===== config.mk =====
export PLATFORM = sky130hd
export DESIGN_NAME = rule_violation_agg
export DESIGN_NICKNAME = d
export VERILOG_FILES = /design/src/rtl/rva_pkg.sv /design/src/rtl/rva_mask_reg.sv /design/src/rtl/rva_prio_enc.sv /design/src/rtl/rva_popcount.sv /design/src/rtl/rva_sat_counter.sv /design/src/rtl/rule_violation_agg.sv
export SDC_FILE = /design/constraint.sdc
export NUM_CORES = 1
export LEC_CHECK = 0
export BUFFER_PORTS_ARGS = -buffer_cell sky130_fd_sc_hd__clkbuf_2
export CAP_MARGIN = 20
export CORE_AREA = 4 4 140 142
export DETAILED_ROUTE_END_ITERATION = 7
export DIE_AREA = 0 0 144 146
export PLACE_DENSITY = 0.74
export SETUP_SLACK_MARGIN = 0.02
export SYNTH_ARGS = -nofsm -noshare
export SYNTH_HDL_FRONTEND = slang
export SYNTH_SLANG_ARGS = --single-unit

===== constraint.sdc =====
create_clock -name clk_i -period 8.8 [get_ports clk_i]
set_clock_uncertainty 0.1 [all_clocks]
set_input_delay 1.76 -clock clk_i [delete_from_list [all_inputs] [get_ports clk_i]]
set_output_delay 1.76 -clock clk_i [all_outputs]
set_load 0.02 [all_outputs]

===== src/rtl/rva_pkg.sv =====
package rva_pkg;
  localparam int unsigned DEF_RULES = 53;
  localparam int unsigned DEF_CNT_W = 32;

  function automatic int unsigned idx_w(input int unsigned n);
    return $clog2(n + 1);
  endfunction
endpackage


===== src/rtl/rva_mask_reg.sv =====
module rva_mask_reg #(
  parameter int unsigned N = 53
) (
  input  logic         clk_i,
  input  logic         rst_ni,
  input  logic         we_i,
  input  logic [N-1:0] wdata_i,
  output logic [N-1:0] mask_o
);
  always_ff @(posedge clk_i or negedge rst_ni) begin
    if (!rst_ni)   mask_o <= '0;
    else if (we_i) mask_o <= wdata_i;
  end
endmodule


===== src/rtl/rva_prio_enc.sv =====
module rva_prio_enc #(
  parameter int unsigned N     = 53,
  parameter int unsigned IDX_W = 6
) (
  input  logic [N-1:0]     req_i,
  output logic [IDX_W-1:0] idx_o,
  output logic             any_o
);
  // lowest set bit wins, encoded 1-based
  always_comb begin
    idx_o = '0;
    for (int i = N - 1; i >= 0; i--) begin
      if (req_i[i]) idx_o = IDX_W'(i + 1);
    end
    any_o = |req_i;
  end
endmodule


===== src/rtl/rva_popcount.sv =====
module rva_popcount #(
  parameter int unsigned N = 53,
  parameter int unsigned W = 6
) (
  input  logic [N-1:0] in_i,
  output logic [W-1:0] cnt_o
);
  always_comb begin
    cnt_o = '0;
    for (int i = 0; i < N; i++) cnt_o = cnt_o + W'(in_i[i]);
  end
endmodule


===== src/rtl/rva_sat_counter.sv =====
module rva_sat_counter #(
  parameter int unsigned CNT_W = 32,
  parameter int unsigned INC_W = 6
) (
  input  logic             clk_i,
  input  logic             rst_ni,
  input  logic             clr_i,
  input  logic [INC_W-1:0] inc_i,
  output logic [CNT_W-1:0] cnt_o
);
  localparam logic [CNT_W-1:0] MAX = {CNT_W{1'b1}};

  logic [CNT_W:0] sum;
  assign sum = {1'b0, cnt_o} + (CNT_W + 1)'(inc_i);

  always_ff @(posedge clk_i or negedge rst_ni) begin
    if (!rst_ni)          cnt_o <= '0;
    else if (clr_i)       cnt_o <= '0;
    else if (sum[CNT_W])  cnt_o <= MAX;
    else                  cnt_o <= sum[CNT_W-1:0];
  end

  p_no_wrap_r7: assert property (@(posedge clk_i) disable iff (!rst_ni)
    (!clr_i && cnt_o == MAX) |=> cnt_o == MAX);

  p_monotonic_r6: assert property (@(posedge clk_i) disable iff (!rst_ni)
    !clr_i |=> cnt_o >= $past(cnt_o));
endmodule


===== src/rtl/rule_violation_agg.sv =====
module rule_violation_agg #(
  parameter int unsigned NUM_RULES = rva_pkg::DEF_RULES,
  parameter int unsigned CNT_W     = rva_pkg::DEF_CNT_W,
  localparam int unsigned IDX_W    = rva_pkg::idx_w(NUM_RULES)
) (
  input  logic                 clk_i,
  input  logic                 rst_ni,
  input  logic [NUM_RULES-1:0] viol_i,
  input  logic                 mask_we_i,
  input  logic [NUM_RULES-1:0] mask_wdata_i,
  input  logic                 clear_i,
  output logic [NUM_RULES-1:0] mask_o,
  output logic                 trig_o,
  output logic                 first_valid_o,
  output logic [IDX_W-1:0]     first_rule_o,
  output logic [NUM_RULES-1:0] seen_o,
  output logic [CNT_W-1:0]     count_o
);
  logic [NUM_RULES-1:0] live;
  logic [IDX_W-1:0]     low_idx;
  logic                 any_live;
  logic [IDX_W-1:0]     n_live;

  rva_mask_reg #(.N(NUM_RULES)) u_mask (
    .clk_i, .rst_ni, .we_i(mask_we_i), .wdata_i(mask_wdata_i), .mask_o(mask_o)
  );

  assign live = viol_i & ~mask_o;

  rva_prio_enc #(.N(NUM_RULES), .IDX_W(IDX_W)) u_prio (
    .req_i(live), .idx_o(low_idx), .any_o(any_live)
  );

  rva_popcount #(.N(NUM_RULES), .W(IDX_W)) u_pop (
    .in_i(live), .cnt_o(n_live)
  );

  rva_sat_counter #(.CNT_W(CNT_W), .INC_W(IDX_W)) u_cnt (
    .clk_i, .rst_ni, .clr_i(clear_i), .inc_i(n_live), .cnt_o(count_o)
  );

  always_ff @(posedge clk_i or negedge rst_ni) begin
    if (!rst_ni) begin
      trig_o        <= 1'b0;
      first_valid_o <= 1'b0;
      first_rule_o  <= '0;
      seen_o        <= '0;
    end else if (clear_i) begin
      trig_o        <= 1'b0;
      first_valid_o <= 1'b0;
      first_rule_o  <= '0;
      seen_o        <= '0;
    end else begin
      trig_o <= !first_valid_o && any_live;
      if (!first_valid_o && any_live) begin
        first_valid_o <= 1'b1;
        first_rule_o  <= low_idx;
      end
      seen_o <= seen_o | live;
    end
  end

  p_single_pulse_r3: assert property (@(posedge clk_i) disable iff (!rst_ni)
    trig_o |=> !trig_o);

  p_first_hold_r4: assert property (@(posedge clk_i) disable iff (!rst_ni)
    (first_valid_o && !clear_i) |=> (first_valid_o && $stable(first_rule_o)));

  p_first_in_seen_r5: assert property (@(posedge clk_i) disable iff (!rst_ni)
    first_valid_o |-> seen_o[first_rule_o - 1'b1]);

  p_masked_quiet_r2: assert property (@(posedge clk_i) disable iff (!rst_ni)
    ((viol_i & ~mask_o) == '0 && !clear_i) |=> (!trig_o && $stable(count_o) && $stable(seen_o)));

  p_clear_wins_r10: assert property (@(posedge clk_i) disable iff (!rst_ni)
    clear_i |=> (!trig_o && !first_valid_o && seen_o == '0 && count_o == '0));

  p_code_range_r9: assert property (@(posedge clk_i) disable iff (!rst_ni)
    first_valid_o |-> (first_rule_o >= 1 && first_rule_o <= IDX_W'(NUM_RULES)));
endmodule


---- Word level (Yosys, flattened, before mapping) ----
Cells that the tools add are included.
storage, ports and cells
  register bits after elaboration ......... 146
  output and inout port bits .............. 146
  word-level logic and storage cells ...... 127
operators by class
  add/sub/neg operators ................... 53
  mux-type cells .......................... 61
  bitwise logic cells ..................... 3
  reduce and logical (&&, ||, !) cells .... 4
operators by type and width
  operator           number
  $mux 6             55
  $add 6x1->6        51
  $mux 32            2
  $and 53x53->53     1
  $mux 53            1
  $not 53->53        1
  $or 53x53->53      1
  $reduce_or 53->1   1
  $add 32x6->33      1
  $mux 1             3
  $add 1x1->2        1
  $reduce_bool 2->1  1
  $logic_and 1x1->1  1
  $logic_not 1->1    1

---- Longest topological paths before layout ----
  depth after elaboration ................. 57
  depth in mapped cells ................... 26

---- Hierarchy ----
Synthesis repeated with hierarchy kept, for this count alone.
unflattened totals
  cells, all modules ...................... 806
  area total of the unflattened synthesis .. 9078.7 sq um
by module, submodules not included
  module              instances  cells an instance  area an instance (sq um)  sequential area each (sq um)
  rule_violation_agg  1          196                2620.0                    1526.5
  rva_mask_reg        1          112                2222.1                    1326.3
  rva_sat_counter     1          221                2053.2                    800.8
  rva_popcount        1          158                1485.2                    0.0
  rva_prio_enc        1          119                698.2                     0.0

---- Worst setup path before layout ----
OpenSTA, ideal clock, no wires.
  path kind ............................... input to register
  start ................................... in viol_i[0]
  end ..................................... reg u_cnt.cnt_o[10]
  library setup time ...................... 0.136 ns
  data arrival time ....................... 8.316 ns
  path slack .............................. 0.248 ns
  stages .................................. 22
  buffers on the path ..................... 1
  path through ............................ nand2b_1 ha_1 inv_1 fa_1 fa_1 fa_1 fa_1 fa_1 fa_1 fa_1 inv_1 ha_1 fa_1 fa_1 a21o_1 a21oi_1 o21bai_1 a21oi_2 nor2_1 nand2_1 buf_2 a21oi_1
between the ends
  word-level cells in the longest chain between the ends .. 56
ends and longest elaborated chain
  item                        RTL line                  text
  start, declared             rule_violation_agg.sv:8   input logic [NUM_RULES-1:0] viol_i,
  $and 53x53->53              rule_violation_agg.sv:28  assign live = viol_i & ~mask_o;
  $add 1x1->2                 rva_popcount.sv:10        for (int i = 0; i < N; i++) cnt_o = cnt_o + W'(in_i[i]);
  $add 6x1->6 (51 in series)  rva_popcount.sv:10
  $add 32x6->33               rva_sat_counter.sv:14     assign sum = {1'b0, cnt_o} + (CNT_W + 1)'(inc_i);
  $mux 32                     rva_sat_counter.sv:19     else if (sum[CNT_W]) cnt_o <= MAX;
  $mux 32                     rva_sat_counter.sv:18     else if (clr_i) cnt_o <= '0;
  end signal, assigned        rva_sat_counter.sv:20     else cnt_o <= sum[CNT_W-1:0];
  end, declared               rva_sat_counter.sv:9      output logic [CNT_W-1:0] cnt_o
No other way between the ends.
A chain may end at the register's enable or synchronous reset.

---- Worst setup path in the final report ----
  start ................................... in viol_i[0]
  end ..................................... reg u_cnt.cnt_o[2]
Same word-level chain as after synthesis.

==> results.yml <==
clocking:
  cts_inserted_buffers: 17
  clk_pin_slew_worst_paths_ns: 0.06
  clock_tree.buffer_depth: 2
  clock_insertion_delay_worst_skew_ns: 0.42
  cts_sinks: 146
  cts_root_buffer: "sky130_fd_sc_hd__clkbuf_16"
  htree_num_levels: 4
  cts.hold.buffers_added: 0
  cts_tree: "done"
  post_cts.resized_instances: 0
  post_cts.repair.setup_buffers: 0
logic_synthesis:
  mappedNetlistArea_sq_um: 8190
  synth_seq_cells: 146
  ys_types: 64
  synth_largest_area_cell: "sky130_fd_sc_hd__dfrtp_1"
  synth.yosys.seq_area_share: 0.446
  yosys_warnings: 0
  edff_count_synth: 0
  synth_common_cells: "sky130_fd_sc_hd__dfrtp_1 (146), sky130_fd_sc_hd__nor2_1 (131), sky130_fd_sc_hd__inv_1 (80)"
  largest_cells_by_area_after_synthesis: "sky130_fd_sc_hd__dfrtp_1 (45%), sky130_fd_sc_hd__fa_1 (11%), sky130_fd_sc_hd__mux2_2 (7.3%), sky130_fd_sc_hd__nor2_1 (6.0%), sky130_fd_sc_hd__inv_1 (3.7%)"
  synth_largest_type_area_fraction: 0.446
  synth_most_common_cell: "sky130_fd_sc_hd__dfrtp_1"
  synthCells: 775
  yosys_most_used_dff: "sky130_fd_sc_hd__dfrtp_1"
  synth-async-reset-ratio: 1.00
  synthesis.area_per_instance_sq_um: 10.6
  synth_fp_nets: 947
grt:
  grtUsageTotal: 0.211
  first_global_vias: 6884
  grt_antenna_before_repair: 0
  total_congestion_overflow: 0
  grt_pass1_wl_um: 35100
  maximum_number_of_pins_on_one_net_before_global_route_repair: 94
timing:
  worst_slack_ns: 0.451
  final_cycle_share: 0.949
  tightest_slew_ns: 0.989
  slew-limit-headroom: 0.324
  finalHoldViolations: 0
  setup_repair_after_global_routing_missed_its_margin: "no"
  setup_viol: 0
  tns_ns: 0
  period_minus_slack_ns: 8.35
  clock.fmax_mhz: 120
  timing_max_transition_violations_final: 0
  worst_hold_slack_ns: 0.392
placement:
  number_of_buffers_inserted_by_port_buffering: 255
  hpwl_um: 16900
  place_inst: 1284
  preCtsSetupSlack_ns: 0.00161
  place.gp.congestion: 0.863
  placement.cell_area_sq_um: 10000
hold_path:
  worst_min_path_class: "reg -> reg"
  hold_depth: 2
  hold_path_startpoint: "seen_o[46]"
worst_setup_path:
  critical_path.max_stage_delay_ns: 0.54
  timing.rr.end: "u_cnt.cnt_o[2]"
  rr_worst_depth: 22
  timing.critical_path.cells: "clkbuf_2, nand2b_1, ha_1, inv_1, fa_1, fa_1, fa_1, fa_1, fa_1, fa_1, fa_1, inv_1, ha_1, fa_1, fa_1, a21o_1, a21oi_1, o21bai_1, a21oi_2, nor2_1, nand2_1, buf_12, a21oi_1"
  timing.reg2reg.setup_slack_ns: 1.38
  critPathKind: "in -> reg"
  worstReg2RegStart: "u_mask.mask_o[0]"
  setup.worst_path.start_class: "primary input"
  crit_start: "viol_i[0]"
  required_ns: 8.95
  setup.worst_path.end_class: "flop"
  data_arrival_at_the_endpoint_of_the_critical_path_ns: 8.50
  setup.worst_path.end: "u_cnt.cnt_o[2]"
  cpMostUsedCell: "sky130_fd_sc_hd__fa_1"
  cp_max_fo: 20
  critPathSlowestCell: "sky130_fd_sc_hd__fa_1"
floorplan:
  die_width_um: 144
  initial_core_util: 0.444
  placeableCoreArea_sq_um: 18500
  placement_rows: 50
  fp.dieH_um: 146
  fp.dieArea_sq_um: 21000
  pin_count: 256
pwr:
  leakage_power_of_the_design_nw: 5.30
  total_power_mw: 4.25
  power.density_cell_area_nw_per_um2: 401
  highest_ir_drop_seen_on_vdd_mv: 0.448
layout:
  fin_util: 0.574
  insertedDiodeCount: 0
  nNetsFinal: 1241
  layout.filler_cells: 1614
  area.growth.synth_to_final_pct: 29.4
  layout-drive-gt1-share: 0.378
  stdcell_count: 1315
  fin_area_sq_um: 10600
route:
  totalWireLength_um: 21700
  viasPerCell: 5.09
  avgRoutedWirePerCell_um: 16.5
  vias: 6699
  drc_errors: 0
  firstDrtPassIters: 5
  first_iter_violations: 352
  postRouteAntennaNets: 0
run_status:
  outcome: "complete, no violations"
flow_run:
  max-cap-violations: 0
layout make-up:
type	count	area [sq um]	share of cell area
well taps	234	293	0.0276
repair buffers	296	1620	0.153
flip-flops and latches	146	3650	0.345
inverters	82	308	0.0290
clock inverters	7	98.8	0.00933
clock buffers	24	492	0.0464
multi-input cells	526	4140	0.390
power breakdown:
group	switching, mW	internal [mW]
clock	0.279	0.447
combinational	1.46	1.27
sequential	0.0391	0.752
worst max-delay path, delay by kind of cell:
kind / cells / cell delay (ns)
and+or+nand+nor: 3 / 0.36
AOI/OAI and AO/OA: 5 / 0.94
buffers and inverters: 4 / 0.35
adders and majority gates: 11 / 5.09
registers in the layout (all words and copies together), names as in the netlist:
signal / flops
first_rule_o: 6
first_valid_o: 1
seen_o: 53
trig_o: 1
u_cnt.cnt_o: 32
u_mask.mask_o: 53
worst min-delay path by stage:
stage | end | slack [ns]
detailed placement | seen_o[20] | 0.39
global placement | seen_o[28] | 0.38
floorplan | seen_o[35] | 0.50
CTS | seen_o[20] | 0.40
finish | seen_o[46] | 0.39
global route | seen_o[20] | 0.42
layout by cell type (no fill, tap or decap), types with 3 or more instances in the layout:
master,n
sky130_fd_sc_hd__clkbuf_2,253
sky130_fd_sc_hd__dfrtp_1,146
sky130_fd_sc_hd__nor2_1,131
sky130_fd_sc_hd__inv_1,80
sky130_fd_sc_hd__mux2_2,53
sky130_fd_sc_hd__nor2b_1,46
sky130_fd_sc_hd__a21oi_1,46
sky130_fd_sc_hd__fa_1,45
sky130_fd_sc_hd__buf_4,40
sky130_fd_sc_hd__nand2_1,20
sky130_fd_sc_hd__ha_1,17
sky130_fd_sc_hd__clkbuf_16,17
sky130_fd_sc_hd__xnor2_1,16
sky130_fd_sc_hd__o21ai_0,16
sky130_fd_sc_hd__nor3_1,12
sky130_fd_sc_hd__nand4_1,11
sky130_fd_sc_hd__nand3_1,11
sky130_fd_sc_hd__nand2b_1,10
sky130_fd_sc_hd__xor2_1,9
sky130_fd_sc_hd__nor4_1,8
sky130_fd_sc_hd__a31oi_1,7
sky130_fd_sc_hd__a21o_1,5
sky130_fd_sc_hd__a211oi_1,5
sky130_fd_sc_hd__nor4_2,5
sky130_fd_sc_hd__clkbuf_8,4
sky130_fd_sc_hd__clkinvlp_4,4
sky130_fd_sc_hd__and3_1,3
sky130_fd_sc_hd__clkbuf_1,3
per-layer routing:
metal	wire length, um	track usage	vias to the layer above
met5	0	0	-
met4	271	0.0504	0
met3	1440	0.0585	23
met2	10900	0.355	232
met1	9110	0.271	3257
li1	-	-	3187
cell families after synthesis:
group | after synthesis | share of synthesized area
AND/OR/NAND/NOR | 289 | 0.194
adder cells (fa/ha/maj) | 62 | 0.136
buffers and inverters | 103 | 0.0493
multiplexers | 53 | 0.0728
flip-flops | 146 | 0.446
XOR/XNOR | 25 | 0.0267
AO/OA/AOI/OAI | 97 | 0.0748
Power figures use the tool's default switching activity.
